`src/rtl/dp_pkg.sv`:
```
package dp_pkg;

    typedef enum logic [2:0] {
        FN_PASS = 3'd0,
        FN_INC  = 3'd1,
        FN_DEC  = 3'd2,
        FN_ADD  = 3'd3,
        FN_SUB  = 3'd4,
        FN_AND  = 3'd5,
        FN_OR   = 3'd6,
        FN_XOR  = 3'd7
    } alu_fn_e;

    typedef enum logic [1:0] {
        SRC_A0 = 2'd0,
        SRC_A1 = 2'd1,
        SRC_D0 = 2'd2,
        SRC_D1 = 2'd3
    } src_e;

    typedef enum logic [1:0] {
        SH_NONE  = 2'd0,
        SH_LEFT  = 2'd1,
        SH_RIGHT = 2'd2,
        SH_SWAP  = 2'd3
    } shift_e;

    typedef enum logic [1:0] {
        WB_HOLD = 2'd0,
        WB_ALU  = 2'd1,
        WB_DATA = 2'd2,
        WB_FIFO = 2'd3
    } wb_e;

    // Active part of a control word (bit 15 is stored but carries no function)
    typedef struct packed {
        logic    mask_en;   // 14
        logic    push_f1;   // 13
        wb_e     a1_wb;     // 12:11
        wb_e     a0_wb;     // 10:9
        shift_e  shift;     // 8:7
        src_e    src_b;     // 6:5
        src_e    src_a;     // 4:3
        alu_fn_e fn;        // 2:0
    } ctl_t;

    localparam int CTL_W    = $bits(ctl_t);
    localparam int CW_BITS  = 16;
    localparam int HADDR_W  = 5;

    localparam logic [HADDR_W-1:0] HA_A0   = 5'h00;
    localparam logic [HADDR_W-1:0] HA_A1   = 5'h01;
    localparam logic [HADDR_W-1:0] HA_D0   = 5'h02;
    localparam logic [HADDR_W-1:0] HA_D1   = 5'h03;
    localparam logic [HADDR_W-1:0] HA_F0   = 5'h04;
    localparam logic [HADDR_W-1:0] HA_F1   = 5'h05;
    localparam logic [HADDR_W-1:0] HA_MASK = 5'h06;

endpackage

```
`src/rtl/dp_fifo.sv`:
```
module dp_fifo #(
    parameter int DW    = 8,
    parameter int DEPTH = 4
) (
    input  logic          clk,
    input  logic          rst_n,
    input  logic          push_i,
    input  logic [DW-1:0] push_data_i,
    input  logic          pop_i,
    output logic [DW-1:0] head_o,
    output logic          full_o,
    output logic          empty_o,
    output logic          overflow_o,
    output logic          underflow_o
);

    localparam int PTR_W = (DEPTH > 1) ? $clog2(DEPTH) : 1;
    localparam int CNT_W = $clog2(DEPTH + 1);
    localparam logic [PTR_W-1:0] LAST = PTR_W'(DEPTH - 1);
    localparam logic [CNT_W-1:0] FULL_CNT = CNT_W'(DEPTH);

    logic [DW-1:0]    mem [DEPTH];
    logic [PTR_W-1:0] wr_ptr;
    logic [PTR_W-1:0] rd_ptr;
    logic [CNT_W-1:0] count;
    logic             do_push;
    logic             do_pop;

    function automatic logic [PTR_W-1:0] bump(input logic [PTR_W-1:0] p);
        return (p == LAST) ? '0 : p + 1'b1;
    endfunction

    assign full_o  = (count == FULL_CNT);
    assign empty_o = (count == '0);
    assign do_push = push_i && !full_o;
    assign do_pop  = pop_i && !empty_o;
    assign head_o  = empty_o ? '0 : mem[rd_ptr];

    always_ff @(posedge clk or negedge rst_n) begin
        if (!rst_n) begin
            wr_ptr <= '0;
            rd_ptr <= '0;
            count  <= '0;
            for (int i = 0; i < DEPTH; i++) begin
                mem[i] <= '0;
            end
        end else begin
            if (do_push) begin
                mem[wr_ptr] <= push_data_i;
                wr_ptr      <= bump(wr_ptr);
            end
            if (do_pop) begin
                rd_ptr <= bump(rd_ptr);
            end
            case ({do_push, do_pop})
                2'b10:   count <= count + 1'b1;
                2'b01:   count <= count - 1'b1;
                default: count <= count;
            endcase
        end
    end

    always_ff @(posedge clk or negedge rst_n) begin
        if (!rst_n) begin
            overflow_o  <= 1'b0;
            underflow_o <= 1'b0;
        end else begin
            if (push_i && full_o)  overflow_o  <= 1'b1;
            if (pop_i && empty_o)  underflow_o <= 1'b1;
        end
    end

    AST_NO_OVERFLOW: assert property (@(posedge clk) disable iff (!rst_n)
        count <= FULL_CNT);
    AST_FULL_PUSH_DROPPED: assert property (@(posedge clk) disable iff (!rst_n)
        (push_i && full_o && !pop_i) |=> (full_o && $stable(wr_ptr)));
    AST_OVF_STICKY: assert property (@(posedge clk) disable iff (!rst_n)
        overflow_o |=> overflow_o);
    AST_UDF_STICKY: assert property (@(posedge clk) disable iff (!rst_n)
        underflow_o |=> underflow_o);
    AST_EMPTY_POP_FLAGS: assert property (@(posedge clk) disable iff (!rst_n)
        (pop_i && empty_o) |=> (underflow_o && $stable(rd_ptr)));
    AST_FULL_EMPTY_EXCL: assert property (@(posedge clk) disable iff (!rst_n)
        !(full_o && empty_o));

endmodule

```
`src/rtl/dp_cfg_store.sv`:
```
module dp_cfg_store
    import dp_pkg::*;
#(
    parameter int WORDS = 8,
    parameter int DW    = 8
) (
    input  logic                     clk,
    input  logic                     rst_n,
    input  logic                     wr_en_i,
    input  logic [$clog2(WORDS)-1:0] wr_idx_i,
    input  logic                     wr_hi_i,
    input  logic [DW-1:0]            wr_data_i,
    input  logic [$clog2(WORDS)-1:0] seq_idx_i,
    output ctl_t                     ctl_o,
    input  logic [$clog2(WORDS)-1:0] hrd_idx_i,
    input  logic                     hrd_hi_i,
    output logic [DW-1:0]            hrd_data_o
);

    localparam int BYTES = CW_BITS / DW;

    logic [CW_BITS-1:0] mem [WORDS];
    logic [CW_BITS-1:0] seq_word;
    logic [CW_BITS-1:0] host_word;

    always_ff @(posedge clk or negedge rst_n) begin
        if (!rst_n) begin
            for (int i = 0; i < WORDS; i++) begin
                mem[i] <= '0;
            end
        end else if (wr_en_i) begin
            if (wr_hi_i) mem[wr_idx_i][CW_BITS-1 -: DW] <= wr_data_i;
            else         mem[wr_idx_i][DW-1:0]         <= wr_data_i;
        end
    end

    assign seq_word   = mem[seq_idx_i];
    assign ctl_o      = ctl_t'(seq_word[CTL_W-1:0]);
    assign host_word  = mem[hrd_idx_i];
    assign hrd_data_o = hrd_hi_i ? host_word[CW_BITS-1 -: DW] : host_word[DW-1:0];

    initial begin
        assert (BYTES == 2);
    end

    AST_CFG_WRITE_LANDS: assert property (@(posedge clk) disable iff (!rst_n)
        (wr_en_i && !wr_hi_i) |=> (mem[$past(wr_idx_i)][DW-1:0] == $past(wr_data_i)));

endmodule

```
`src/rtl/dp_alu.sv`:
```
module dp_alu
    import dp_pkg::*;
#(
    parameter int DW = 8
) (
    input  alu_fn_e       fn_i,
    input  logic [DW-1:0] op_a_i,
    input  logic [DW-1:0] op_b_i,
    input  shift_e        shift_i,
    input  logic          mask_en_i,
    input  logic [DW-1:0] mask_i,
    output logic [DW-1:0] result_o,
    output logic          carry_o,
    output logic          shout_o
);

    localparam int HALF = DW / 2;

    logic [DW:0]   wide;
    logic [DW-1:0] alu_val;
    logic [DW-1:0] sh_val;

    always_comb begin
        wide    = '0;
        carry_o = 1'b0;
        unique case (fn_i)
            FN_PASS: alu_val = op_a_i;
            FN_INC:  alu_val = op_a_i + 1'b1;
            FN_DEC:  alu_val = op_a_i - 1'b1;
            FN_ADD: begin
                wide    = {1'b0, op_a_i} + {1'b0, op_b_i};
                alu_val = wide[DW-1:0];
                carry_o = wide[DW];
            end
            FN_SUB: begin
                wide    = {1'b0, op_a_i} - {1'b0, op_b_i};
                alu_val = wide[DW-1:0];
                carry_o = wide[DW];
            end
            FN_AND:  alu_val = op_a_i & op_b_i;
            FN_OR:   alu_val = op_a_i | op_b_i;
            FN_XOR:  alu_val = op_a_i ^ op_b_i;
            default: alu_val = op_a_i;
        endcase
    end

    always_comb begin
        shout_o = 1'b0;
        unique case (shift_i)
            SH_NONE:  sh_val = alu_val;
            SH_LEFT: begin
                sh_val  = {alu_val[DW-2:0], 1'b0};
                shout_o = alu_val[DW-1];
            end
            SH_RIGHT: begin
                sh_val  = {1'b0, alu_val[DW-1:1]};
                shout_o = alu_val[0];
            end
            SH_SWAP:  sh_val = {alu_val[HALF-1:0], alu_val[DW-1:HALF]};
            default:  sh_val = alu_val;
        endcase
    end

    assign result_o = mask_en_i ? (sh_val & mask_i) : sh_val;

endmodule

```
`src/rtl/reconf_datapath.sv`:
```
module reconf_datapath
    import dp_pkg::*;
#(
    parameter int DW         = 8,
    parameter int FIFO_DEPTH = 4,
    parameter int CFG_WORDS  = 8,
    localparam int SEQ_W     = $clog2(CFG_WORDS)
) (
    input  logic                 clk,
    input  logic                 rst_n,
    input  logic [SEQ_W-1:0]     seq_addr,
    input  logic                 host_wr,
    input  logic                 host_rd,
    input  logic [HADDR_W-1:0]   host_addr,
    input  logic [DW-1:0]        host_wdata,
    output logic [DW-1:0]        host_rdata,
    output logic [DW-1:0]        alu_result,
    output logic                 carry_out,
    output logic                 shift_out,
    output logic                 cmp_eq0,
    output logic                 cmp_lt0,
    output logic                 cmp_eq1,
    output logic                 cmp_lt1,
    output logic                 a0_zero,
    output logic                 f0_full,
    output logic                 f0_empty,
    output logic                 f1_full,
    output logic                 f1_empty,
    output logic                 f0_overflow,
    output logic                 f0_underflow,
    output logic                 f1_overflow,
    output logic                 f1_underflow
);

    logic [DW-1:0] a0_q, a1_q, d0_q, d1_q, mask_q;
    ctl_t          ctl;
    logic [DW-1:0] op_a, op_b, res;
    logic          res_carry, res_shout;
    logic [DW-1:0] f0_head, f1_head, cfg_rd;
    logic          cfg_sel, cfg_wr;
    logic          f0_push, f0_pop, f1_push, f1_pop;
    logic [DW-1:0] f1_push_data;

    function automatic logic [DW-1:0] pick(input src_e s, input logic [DW-1:0] a0,
                                           input logic [DW-1:0] a1, input logic [DW-1:0] d0,
                                           input logic [DW-1:0] d1);
        unique case (s)
            SRC_A0:  return a0;
            SRC_A1:  return a1;
            SRC_D0:  return d0;
            default: return d1;
        endcase
    endfunction

    // ---- host decode ----
    assign cfg_sel = host_addr[HADDR_W-1];
    assign cfg_wr  = host_wr && cfg_sel;
    assign f0_push = host_wr && (host_addr == HA_F0);
    assign f0_pop  = (ctl.a0_wb == WB_FIFO) || (host_rd && host_addr == HA_F0);
    assign f1_push = ctl.push_f1 || (host_wr && host_addr == HA_F1);
    assign f1_push_data = ctl.push_f1 ? res : host_wdata;
    assign f1_pop  = (ctl.a1_wb == WB_FIFO) || (host_rd && host_addr == HA_F1);

    dp_cfg_store #(.WORDS(CFG_WORDS), .DW(DW)) u_cfg (
        .clk        (clk),
        .rst_n      (rst_n),
        .wr_en_i    (cfg_wr),
        .wr_idx_i   (host_addr[SEQ_W:1]),
        .wr_hi_i    (host_addr[0]),
        .wr_data_i  (host_wdata),
        .seq_idx_i  (seq_addr),
        .ctl_o      (ctl),
        .hrd_idx_i  (host_addr[SEQ_W:1]),
        .hrd_hi_i   (host_addr[0]),
        .hrd_data_o (cfg_rd)
    );

    // ---- operand selection and ALU ----
    assign op_a = pick(ctl.src_a, a0_q, a1_q, d0_q, d1_q);
    assign op_b = pick(ctl.src_b, a0_q, a1_q, d0_q, d1_q);

    dp_alu #(.DW(DW)) u_alu (
        .fn_i      (ctl.fn),
        .op_a_i    (op_a),
        .op_b_i    (op_b),
        .shift_i   (ctl.shift),
        .mask_en_i (ctl.mask_en),
        .mask_i    (mask_q),
        .result_o  (res),
        .carry_o   (res_carry),
        .shout_o   (res_shout)
    );

    // ---- FIFOs ----
    dp_fifo #(.DW(DW), .DEPTH(FIFO_DEPTH)) u_f0 (
        .clk         (clk),
        .rst_n       (rst_n),
        .push_i      (f0_push),
        .push_data_i (host_wdata),
        .pop_i       (f0_pop),
        .head_o      (f0_head),
        .full_o      (f0_full),
        .empty_o     (f0_empty),
        .overflow_o  (f0_overflow),
        .underflow_o (f0_underflow)
    );

    dp_fifo #(.DW(DW), .DEPTH(FIFO_DEPTH)) u_f1 (
        .clk         (clk),
        .rst_n       (rst_n),
        .push_i      (f1_push),
        .push_data_i (f1_push_data),
        .pop_i       (f1_pop),
        .head_o      (f1_head),
        .full_o      (f1_full),
        .empty_o     (f1_empty),
        .overflow_o  (f1_overflow),
        .underflow_o (f1_underflow)
    );

    // ---- accumulators: host write first, then control word ----
    always_ff @(posedge clk or negedge rst_n) begin
        if (!rst_n) begin
            a0_q <= '0;
        end else if (host_wr && host_addr == HA_A0) begin
            a0_q <= host_wdata;
        end else begin
            unique case (ctl.a0_wb)
                WB_HOLD: a0_q <= a0_q;
                WB_ALU:  a0_q <= res;
                WB_DATA: a0_q <= d0_q;
                WB_FIFO: a0_q <= f0_head;
                default: a0_q <= a0_q;
            endcase
        end
    end

    always_ff @(posedge clk or negedge rst_n) begin
        if (!rst_n) begin
            a1_q <= '0;
        end else if (host_wr && host_addr == HA_A1) begin
            a1_q <= host_wdata;
        end else begin
            unique case (ctl.a1_wb)
                WB_HOLD: a1_q <= a1_q;
                WB_ALU:  a1_q <= res;
                WB_DATA: a1_q <= d1_q;
                WB_FIFO: a1_q <= f1_head;
                default: a1_q <= a1_q;
            endcase
        end
    end

    // ---- host-only registers ----
    always_ff @(posedge clk or negedge rst_n) begin
        if (!rst_n) begin
            d0_q   <= '0;
            d1_q   <= '0;
            mask_q <= '1;
        end else if (host_wr) begin
            if (host_addr == HA_D0)   d0_q   <= host_wdata;
            if (host_addr == HA_D1)   d1_q   <= host_wdata;
            if (host_addr == HA_MASK) mask_q <= host_wdata;
        end
    end

    // ---- registered result and flags ----
    always_ff @(posedge clk or negedge rst_n) begin
        if (!rst_n) begin
            alu_result <= '0;
            carry_out  <= 1'b0;
            shift_out  <= 1'b0;
            cmp_eq0    <= 1'b0;
            cmp_lt0    <= 1'b0;
            cmp_eq1    <= 1'b0;
            cmp_lt1    <= 1'b0;
            a0_zero    <= 1'b0;
        end else begin
            alu_result <= res;
            carry_out  <= res_carry;
            shift_out  <= res_shout;
            cmp_eq0    <= (a0_q == d0_q);
            cmp_lt0    <= (a0_q <  d0_q);
            cmp_eq1    <= (a1_q == d1_q);
            cmp_lt1    <= (a1_q <  d1_q);
            a0_zero    <= (a0_q == '0);
        end
    end

    // ---- host read mux ----
    always_comb begin
        host_rdata = '0;
        if (cfg_sel) begin
            host_rdata = cfg_rd;
        end else begin
            unique case (host_addr)
                HA_A0:   host_rdata = a0_q;
                HA_A1:   host_rdata = a1_q;
                HA_D0:   host_rdata = d0_q;
                HA_D1:   host_rdata = d1_q;
                HA_F0:   host_rdata = f0_head;
                HA_F1:   host_rdata = f1_head;
                HA_MASK: host_rdata = mask_q;
                default: host_rdata = '0;
            endcase
        end
    end

    AST_CARRY_ONLY_ARITH: assert property (@(posedge clk) disable iff (!rst_n)
        (ctl.fn != FN_ADD && ctl.fn != FN_SUB) |=> !carry_out);
    AST_SHIFT_OUT_IDLE: assert property (@(posedge clk) disable iff (!rst_n)
        (ctl.shift == SH_NONE || ctl.shift == SH_SWAP) |=> !shift_out);
    AST_MASK_APPLIED: assert property (@(posedge clk) disable iff (!rst_n)
        ctl.mask_en |=> ((alu_result & ~$past(mask_q)) == '0));
    AST_HOST_WRITE_WINS: assert property (@(posedge clk) disable iff (!rst_n)
        (host_wr && host_addr == HA_A0) |=> (a0_q == $past(host_wdata)));
    AST_CMP_EXCLUSIVE: assert property (@(posedge clk) disable iff (!rst_n)
        !(cmp_eq0 && cmp_lt0) && !(cmp_eq1 && cmp_lt1));

endmodule

```
`config.mk`:
```
export PLATFORM = sky130hd
export DESIGN_NAME = reconf_datapath
export DESIGN_NICKNAME = d
export VERILOG_FILES = /design/src/rtl/dp_pkg.sv /design/src/rtl/dp_fifo.sv /design/src/rtl/dp_cfg_store.sv /design/src/rtl/dp_alu.sv /design/src/rtl/reconf_datapath.sv
export SDC_FILE = /design/constraint.sdc
export NUM_CORES = 1
export LEC_CHECK = 0
export BUFFER_PORTS_ARGS = -buffer_cell sky130_fd_sc_hd__buf_2
export CAP_MARGIN = 15
export CORE_MARGIN = 2
export CORE_UTILIZATION = 45
export DETAILED_ROUTE_END_ITERATION = 10
export GPL_TIMING_DRIVEN = 0
export PLACE_DENSITY = 0.7
export SLEW_MARGIN = 25
export SYNTH_ARGS = -nofsm -noshare
export SYNTH_HDL_FRONTEND = slang
export SYNTH_SLANG_ARGS = --single-unit
```
`constraint.sdc`:
```
create_clock -name clk -period 5.1 [get_ports clk]
set_input_delay 1.275 -clock clk [delete_from_list [all_inputs] [get_ports clk]]
set_output_delay 1.275 -clock clk [all_outputs]
set_load 0.02 [all_outputs]
```
==> results of run 1 <==
[cells in the final DEF, fill, tap and decap left out, drive strengths merged, types with 9 or more instances in the layout]
| master | netlist | routed |
|---|---|---|
| ha | 62 | 62 |
| a31oi | 29 | 29 |
| o31ai | 18 | 18 |
| and2 | 21 | 21 |
| nand2b | 14 | 14 |
| a22oi | 18 | 18 |
| o21ai | 69 | 69 |
| o211ai | 25 | 25 |
| a21o | 15 | 15 |
| mux2 | 215 | 215 |
| or3 | 10 | 10 |
| inv | 70 | 72 |
| mux4 | 52 | 52 |
| a21oi | 80 | 80 |
| dfrtp | 257 | 257 |
| nor2b | 12 | 12 |
| nand4 | 10 | 10 |
| a211oi | 26 | 26 |
| nor2 | 137 | 137 |
| clkbuf | 56 | 97 |
| buf | 28 | 153 |
| nor3 | 20 | 20 |
| a221oi | 15 | 15 |
| nand2 | 119 | 119 |
| mux2i | 50 | 50 |
| o21a | 9 | 9 |
| nand3 | 24 | 24 |
| o22ai | 12 | 12 |
[repair_timing]
| item | 4_1_cts | 5_1_grt |
|---|---|---|
| endpoints found under the setup margin | 66 | 58 |
| pin swaps | 38 | 37 |
| setup buffers | 63 | 18 |
| resized for setup | 96 | 65 |
[through the flow]
stage,hold slack (ns),instance area (µm²)
finish,0.4572,20740
CTS,0.4609,20290
global placement,0.4350,18290
floorplan,0.4432,17420
global route,0.4894,20740
detailed placement,0.4469,18390
[per-layer routing]
layer,routed length (µm),vias up,share of wire (%)
met3,6060,225,10
met5,0,-,0
li1,-,6376,-
met2,26600,904,45
met4,3126,0,5.3
met1,23510,7448,40
[worst reg2reg max path: cells and delay by family, from the launching register on]
family / cells / cell delay, ns
compound gates: 7 / 1.71
mux: 2 / 1.03
simple gates: 3 / 0.89
flops: 1 / 0.47
fa+ha+maj: 1 / 0.33
[worst max path at each step]
stage	from	to	slack, ns	cells past startpoint
finish	seq_addr[1]	u_f1.mem[4]	-0.15	22
global route	seq_addr[1]	u_f1.mem[12]	-0.28	22
CTS	seq_addr[1]	u_f1.mem[12]	-0.17	22
detailed placement	seq_addr[1]	u_f1.mem[29]	-1.65	22
global placement	rst_n	carry_out	-2.00	1
floorplan	seq_addr[1]	u_f1.mem[20]	-0.39	20
[power groups by stage]
stage / registers, mW / clock network [mW] / logic [mW]
floorplan: 3.07 / 0 / 3.24
global placement: 3.24 / 0 / 4.35
detailed placement: 3.26 / 0 / 4.46
CTS: 3.23 / 2.26 / 4.98
global route: 3.32 / 2.35 / 5.85
finish: 3.27 / 2.24 / 5.45
[sequential cells by signal (all words and copies together), names as in the netlist, 2 cells and up]
signal,cells
u_cfg.mem,128
mask_q,8
a0_q,8
u_f0.mem,32
u_f0.rd_ptr,2
u_f1.rd_ptr,2
u_f1.count,3
u_f1.wr_ptr,2
d1_q,8
u_f0.wr_ptr,2
u_f0.count,3
d0_q,8
a1_q,8
alu_result,8
u_f1.mem,32
[layout make-up]
class,count,area [µm²],share of cell area (%)
buffer,78,466.7,2.250
clock buffer,43,868.3,4.186
clock inverter,10,150.1,0.7239
inverter,71,271.5,1.309
multi-input combinational,1198,10650,51.32
sequential,265,6641,32.02
tap,511,639.4,3.082
timing repair buffer,129,1060,5.109
[cell families after synthesis]
| group | synth area share, % |
|---|---|
| and+or+nand+nor | 11.19 |
| AOI/OAI and AO/OA | 16.72 |
| muxes | 24.06 |
| DFF | 38.70 |
| buffers and inverters | 3.667 |
| adders and majority gates | 5.104 |
| xor gates and xnor gates | 0.5614 |
==> flow_summary_export.csv, run 1 <==
group,metric,value,unit
global_route,busiest_layer,"met2",
synthesis,synth_edf_count,0,
die,dieArea,0.03971,mm²
power_and_ir_drop,leakage,8.995,nW
power_and_ir_drop,p_sw_share,41.90,%
drt,vias_per_cell,6.487,
power_and_ir_drop,power,10.96,mW
cts,path_clk_slew,0.06,ns
worst_setup_path,slowest_stage,"a311o_2",
power_and_ir_drop,power_switching,4.591,mW
worst_setup_path,rr_worst_depth,13,
cts,clock_sinks,265,
sta,fin_ws,-0.1550,ns
synthesis,synth_area_leaders,"dfrtp_1, mux2_2, mux4_2, ha_1, nor2_1",
final_layout,fillCellCount,3190,
cts,cts_tree,"done",
sta,finalCriticalPeriod,5.255,ns
global_route,grt_use_total,30.15,%
placement,post-place-cells,2179,
global_route,grt_pass1_vias,14400,
synthesis,syn_nets,1705,
power_and_ir_drop,clockPowerShare,20.4,%
sta,rsz0062_at_grt,"true",
synthesis,synth_top_flop_cell,"dfrtp_1",
cts,clk_path_buf_depth,3,
hold_path,hold_end,"u_f1.overflow_o",
placement,port_buffers,46,
die,rows,71,
die,die_x,199.3,µm
placement,place_hpwl,42.40,mm
run_status,violations,"setup timing",
global_route,met1_usage,41.33,%
run_status,status,"finished with violations",
flow_run,drv_cap,0,
synthesis,yosysMostFrequentCell,"dfrtp_1",
global_route,grt_max_degree,87,
power_and_ir_drop,p_per_area,528.2,mW/mm²
final_layout,utilization,55.20,%
synthesis,yosysTopAreaCellShare,37.47,%
placement,place_congestion,0.9695,
worst_setup_path,cp.required,5.53,ns
worst_setup_path,cp_max_fo,6,
worst_setup_path,path_buf_inv,7,
final_layout,final_nets,1859,
global_route,grt_overflow,0,
die,pin_count,51,
drt,wl_per_cell,25.73,µm
worst_setup_path,cp.arrival,5.68,ns
drt,routed_wirelength,59.30,mm
hold_path,min_from,"u_f1.overflow_o",
sta,layout_worst_path_cycle_share,103.0,%
final_layout,fin_cells,2305,
global_route,grt_first_pass_wirelength,89.91,mm
worst_setup_path,timing.rr.end,"u_f1.mem[4]",
power_and_ir_drop,comb_power_share,49.7,%
die,core,0.03758,mm²
worst_setup_path,start_kind,"input pin",
cts,htreeDepth,1,
final_layout,antenna_cells,0,
cts,cts_buffers,29,
synthesis,async_flop_share,100.0,%
power_and_ir_drop,peakVddDrop,0.3519,mV
hold_path,whs_path_depth,1,
sta,setup_tns,-2.082,ns
drt,drt-initial-drc-count,1787,
hold_path,hold_class,"reg -> reg",
worst_setup_path,worstPathCellList,"buf_12 > buf_12 > buf_12 > buf_12 > buf_12 > mux4_2 > mux2i_4 > buf_6 > buf_6 > nor2_2 > a21oi_2 > mux2i_2 > ha_1 > o21ba_4 > or4_4 > and3b_1 > o32ai_2 > a22oi_2 > a31o_2 > a311o_2 > o211ai_4 > a31oi_1",
power_and_ir_drop,seq_power_share,29.9,%
worst_setup_path,r2r_slack,0.51,ns
drt,via_count,14950,
power_and_ir_drop,intPower,6.366,mW
sta,fmax,190.3,MHz
synthesis,synthCells,1618,
placement,dp_slack,-1.648,ns
cts,insertion_delay,0.58,ns
final_layout,area_growth,20.87,%
worst_setup_path,worst_path_largest_cell_delay,0.46,ns
synthesis,avgSynthCellArea,10.61,µm²
die,start_util,45.67,%
synthesis,ys_ff_latch,265,
die,die_y,199.3,µm
sta,clock_skew,0.02547,ns
synthesis,yosysWarnings,0,
worst_setup_path,regToRegStartpoint,"u_cfg.mem[96]",
worst_setup_path,critical_path.most_common_cell,"buf_12",
sta,setup_viol,29,
sta,worst_pin_slew,1.218,ns
synthesis,synth.largest_area_cell,"dfrtp_1",
cts,cts-hold-fix-buffers,0,
synthesis,synth_area,0.01716,mm²
sta,finalHoldViolations,0,
worst_setup_path,end_kind,"flop",
global_route,grt_antenna_before_repair,1,
global_route,met2_usage,46.82,%
synthesis,ys_seq_area_share,38.70,%
global_route,met3_usage,6.008,%
drt,drt-pass1-iter-count,7,
cts,cts-root-buf,"clkbuf_16",
sta,slew_violations,0,
sta,relSlewSlack,18.51,%
drt,remaining_drc_errors,0,
worst_setup_path,critical-path-top-delay-family,"compound AO/OA/AOI/OAI gates",
synthesis,synth_cell_types,99,
synthesis,synth_common_cells,"dfrtp_1, mux2_2, nor2_1",
worst_setup_path,worstSetupPathType,"in -> reg",
final_layout,drive_above_1_share,34.62,%
drt,antenna_left,0,
(Power assumes the default switching activity.)
==> run 2, diff against run 1 <==
--- a/config.mk
+++ b/config.mk
@@ -10,7 +10,6 @@
 export CORE_MARGIN = 2
 export CORE_UTILIZATION = 45
 export DETAILED_ROUTE_END_ITERATION = 10
-export GPL_TIMING_DRIVEN = 0
 export PLACE_DENSITY = 0.7
 export SLEW_MARGIN = 25
 export SYNTH_ARGS = -nofsm -noshare
==> run 2 against run 1 <==
  * The run now ends clean
  * Cell count increased by 0.56%
  * Clock power about the same
  * Wire length decreased by 6.8%
  * Core utilization decreased by 1.1 points
  * Non-clock buffer count increased by 11
  * Flip-flop and latch count unchanged
  * Clock-buffer cell count unchanged
  * Combinational power decreased by 4.2%
  * Largest power group unchanged
==> flow_summary_export.csv, run 2 (synthesis results as in run 1) <==
group,metric,value,unit
global_route,grt_overflow,0,
cts,clk_path_buf_depth,3,
global_route,grt_pass1_vias,14290,
drt,wl_per_cell,23.84,µm
worst_setup_path,worstPathCellList,"buf_2 > buf_4 > nand2b_1 > or2_2 > a2111oi_0 > a21oi_1 > nand4_1 > buf_2",
drt,via_count,14540,
die,dieArea,0.03971,mm²
cts,cts-hold-fix-buffers,0,
power_and_ir_drop,p_per_area,529.3,mW/mm²
cts,clock_sinks,265,
die,core,0.03758,mm²
cts,cts-root-buf,"clkbuf_16",
global_route,grt_use_total,28.01,%
worst_setup_path,end_kind,"output port",
final_layout,final_cell_mix,"dfrtp_1, mux2_2, buf_4, nor2_1, nand2_1",
sta,slew_violations,0,
worst_setup_path,cp.arrival,3.69,ns
sta,layout_worst_path_cycle_share,97.30,%
drt,remaining_drc_errors,0,
cts,cts_tree,"done",
cts,cts_buffers,29,
placement,port_buffers,50,
cts,htreeDepth,1,
final_layout,fin_cells,2318,
worst_setup_path,slowest_stage,"a2111oi_0",
global_route,grt_max_degree,99,
sta,fmax,201.5,MHz
placement,place_hpwl,40.27,mm
die,start_util,45.67,%
power_and_ir_drop,peakVddDrop,0.3245,mV
cts,insertion_delay,0.60,ns
drt,antenna_left,0,
flow_run,drv_cap,0,
worst_setup_path,r2r_slack,0.70,ns
final_layout,drive_above_1_share,35.09,%
worst_setup_path,rr_worst_depth,18,
worst_setup_path,start_kind,"input pin",
die,die_x,199.3,µm
die,rows,71,
die,die_y,199.3,µm
worst_setup_path,worstSetupPathType,"in -> out",
final_layout,utilization,54.09,%
worst_setup_path,worstSetupStartpoint,"host_addr[3]",
placement,place_congestion,0.9848,
drt,routed_wirelength,55.26,mm
sta,relSlewSlack,23.89,%
sta,finalHoldViolations,0,
final_layout,area_growth,18.44,%
drt,drt-pass1-iter-count,6,
final_layout,largest_reg_flops,128,
drt,vias_per_cell,6.274,
worst_setup_path,cp_max_fo,16,
global_route,grt_first_pass_wirelength,84.77,mm
worst_setup_path,critical_path.most_common_cell,"buf_2",
worst_setup_path,regToRegStartpoint,"u_cfg.mem[69]",
die,pin_count,51,
drt,drt-initial-drc-count,1437,
global_route,grt_antenna_before_repair,1,
final_layout,final_common_cell,"dfrtp_1",
final_layout,final_nets,1870,
sta,setup_viol,0,
cts,path_clk_slew,0.06,ns
sta,finalCriticalPeriod,4.962,ns
worst_setup_path,endpoint,"host_rdata[1]",
worst_setup_path,worst_path_largest_cell_delay,0.62,ns
hold_path,hold_class,"reg -> reg",
sta,worst_pin_slew,1.137,ns
sta,hold_ws,0.4545,ns
worst_setup_path,cp.required,3.83,ns
final_layout,largest_register,"u_cfg.mem",
power_and_ir_drop,leakage,9.079,nW
worst_setup_path,timing.rr.end,"u_f1.mem[13]",
placement,post-place-cells,2259,
final_layout,reg.largest.list,"u_cfg.mem x128, u_f0.mem x32, u_f1.mem x32",
sta,clock_skew,0.02794,ns
run_status,status,"finished, final reports clean",
==> run 2: cell types whose count changed in the layout (fill, tap and decap cells not counted), sizes merged <==
cell,change
buf,+63
clkbuf,-52
diode,+3
bufinv,+1
clkinv,-1
clkinvlp,-1
==> run 2: repair_timing <==
| action | 4_1_cts | 5_1_grt |
|---|---|---|
| resized for setup | 0 | 23 |
| setup endpoints to repair | 0 | 53 |
| buffers inserted | 0 | 4 |
==> run 2: worst min path at each step <==
stage                     start               end  slack [ns]  depth (start not counted)
2_1_floorplan       u_f1.mem[8]       u_f1.mem[8]        0.44                          2
3_3_place_gp   u_f0.underflow_o  u_f0.underflow_o        0.43                          1
3_5_place_dp    u_f1.overflow_o   u_f1.overflow_o        0.44                          1
4_1_cts         u_f1.overflow_o   u_f1.overflow_o        0.46                          1
5_1_grt        u_f1.underflow_o  u_f1.underflow_o        0.48                          1
6_report        u_f1.overflow_o   u_f1.overflow_o        0.45                          1
==> run 2: power breakdown <==
part	switching [mW]	total (mW)	leakage [nW]	internal, mW
combinational	2.83	5.22	5.24	2.38
sequential	0.615	3.29	3.34	2.67
clock	0.904	2.26	0.499	1.35
==> run 2: critical path: cells and delay by family <==
kind | cells | cell delay, ns
compound gates | 2 | 0.76
simple gates | 3 | 0.93
buf+inv | 3 | 0.70
==> run 2: layout make-up <==
class,count,area [µm²]
Fill cell,3259,17250
Antenna cell,3,7.507
Clock inverter,9,163.9
Timing Repair Buffer,218,1589
Clock buffer,43,848.3
Multi-Input combinational cell,1198,10170
Tap cell,511,639.4
Sequential cell,265,6641
Inverter,71,266.5
==> run 2: routing by layer <==
layer  global-route usage, %  up-vias  routed length (µm)
li1                        -     6399                   -
met1                   38.14     7325               23020
met2                   44.59      686               25810
met3                   5.316      133                4569
met4                   10.17        0                1861
met5                       0        -                   0
==> run 2: through the flow <==
stage	total power [mW]	cell area, µm²	setup slack, ns	TNS (ns)
after global placement	8.156	19160	-0.4701	-18.69
final	10.76	20330	0.1379	0
after detailed placement	8.302	19160	-0.5354	-25.08
after CTS	10.58	20170	0.03936	0
after floorplan	6.316	17420	-0.3931	-12.96
after global routing	11.36	20320	-0.01716	-0.02955
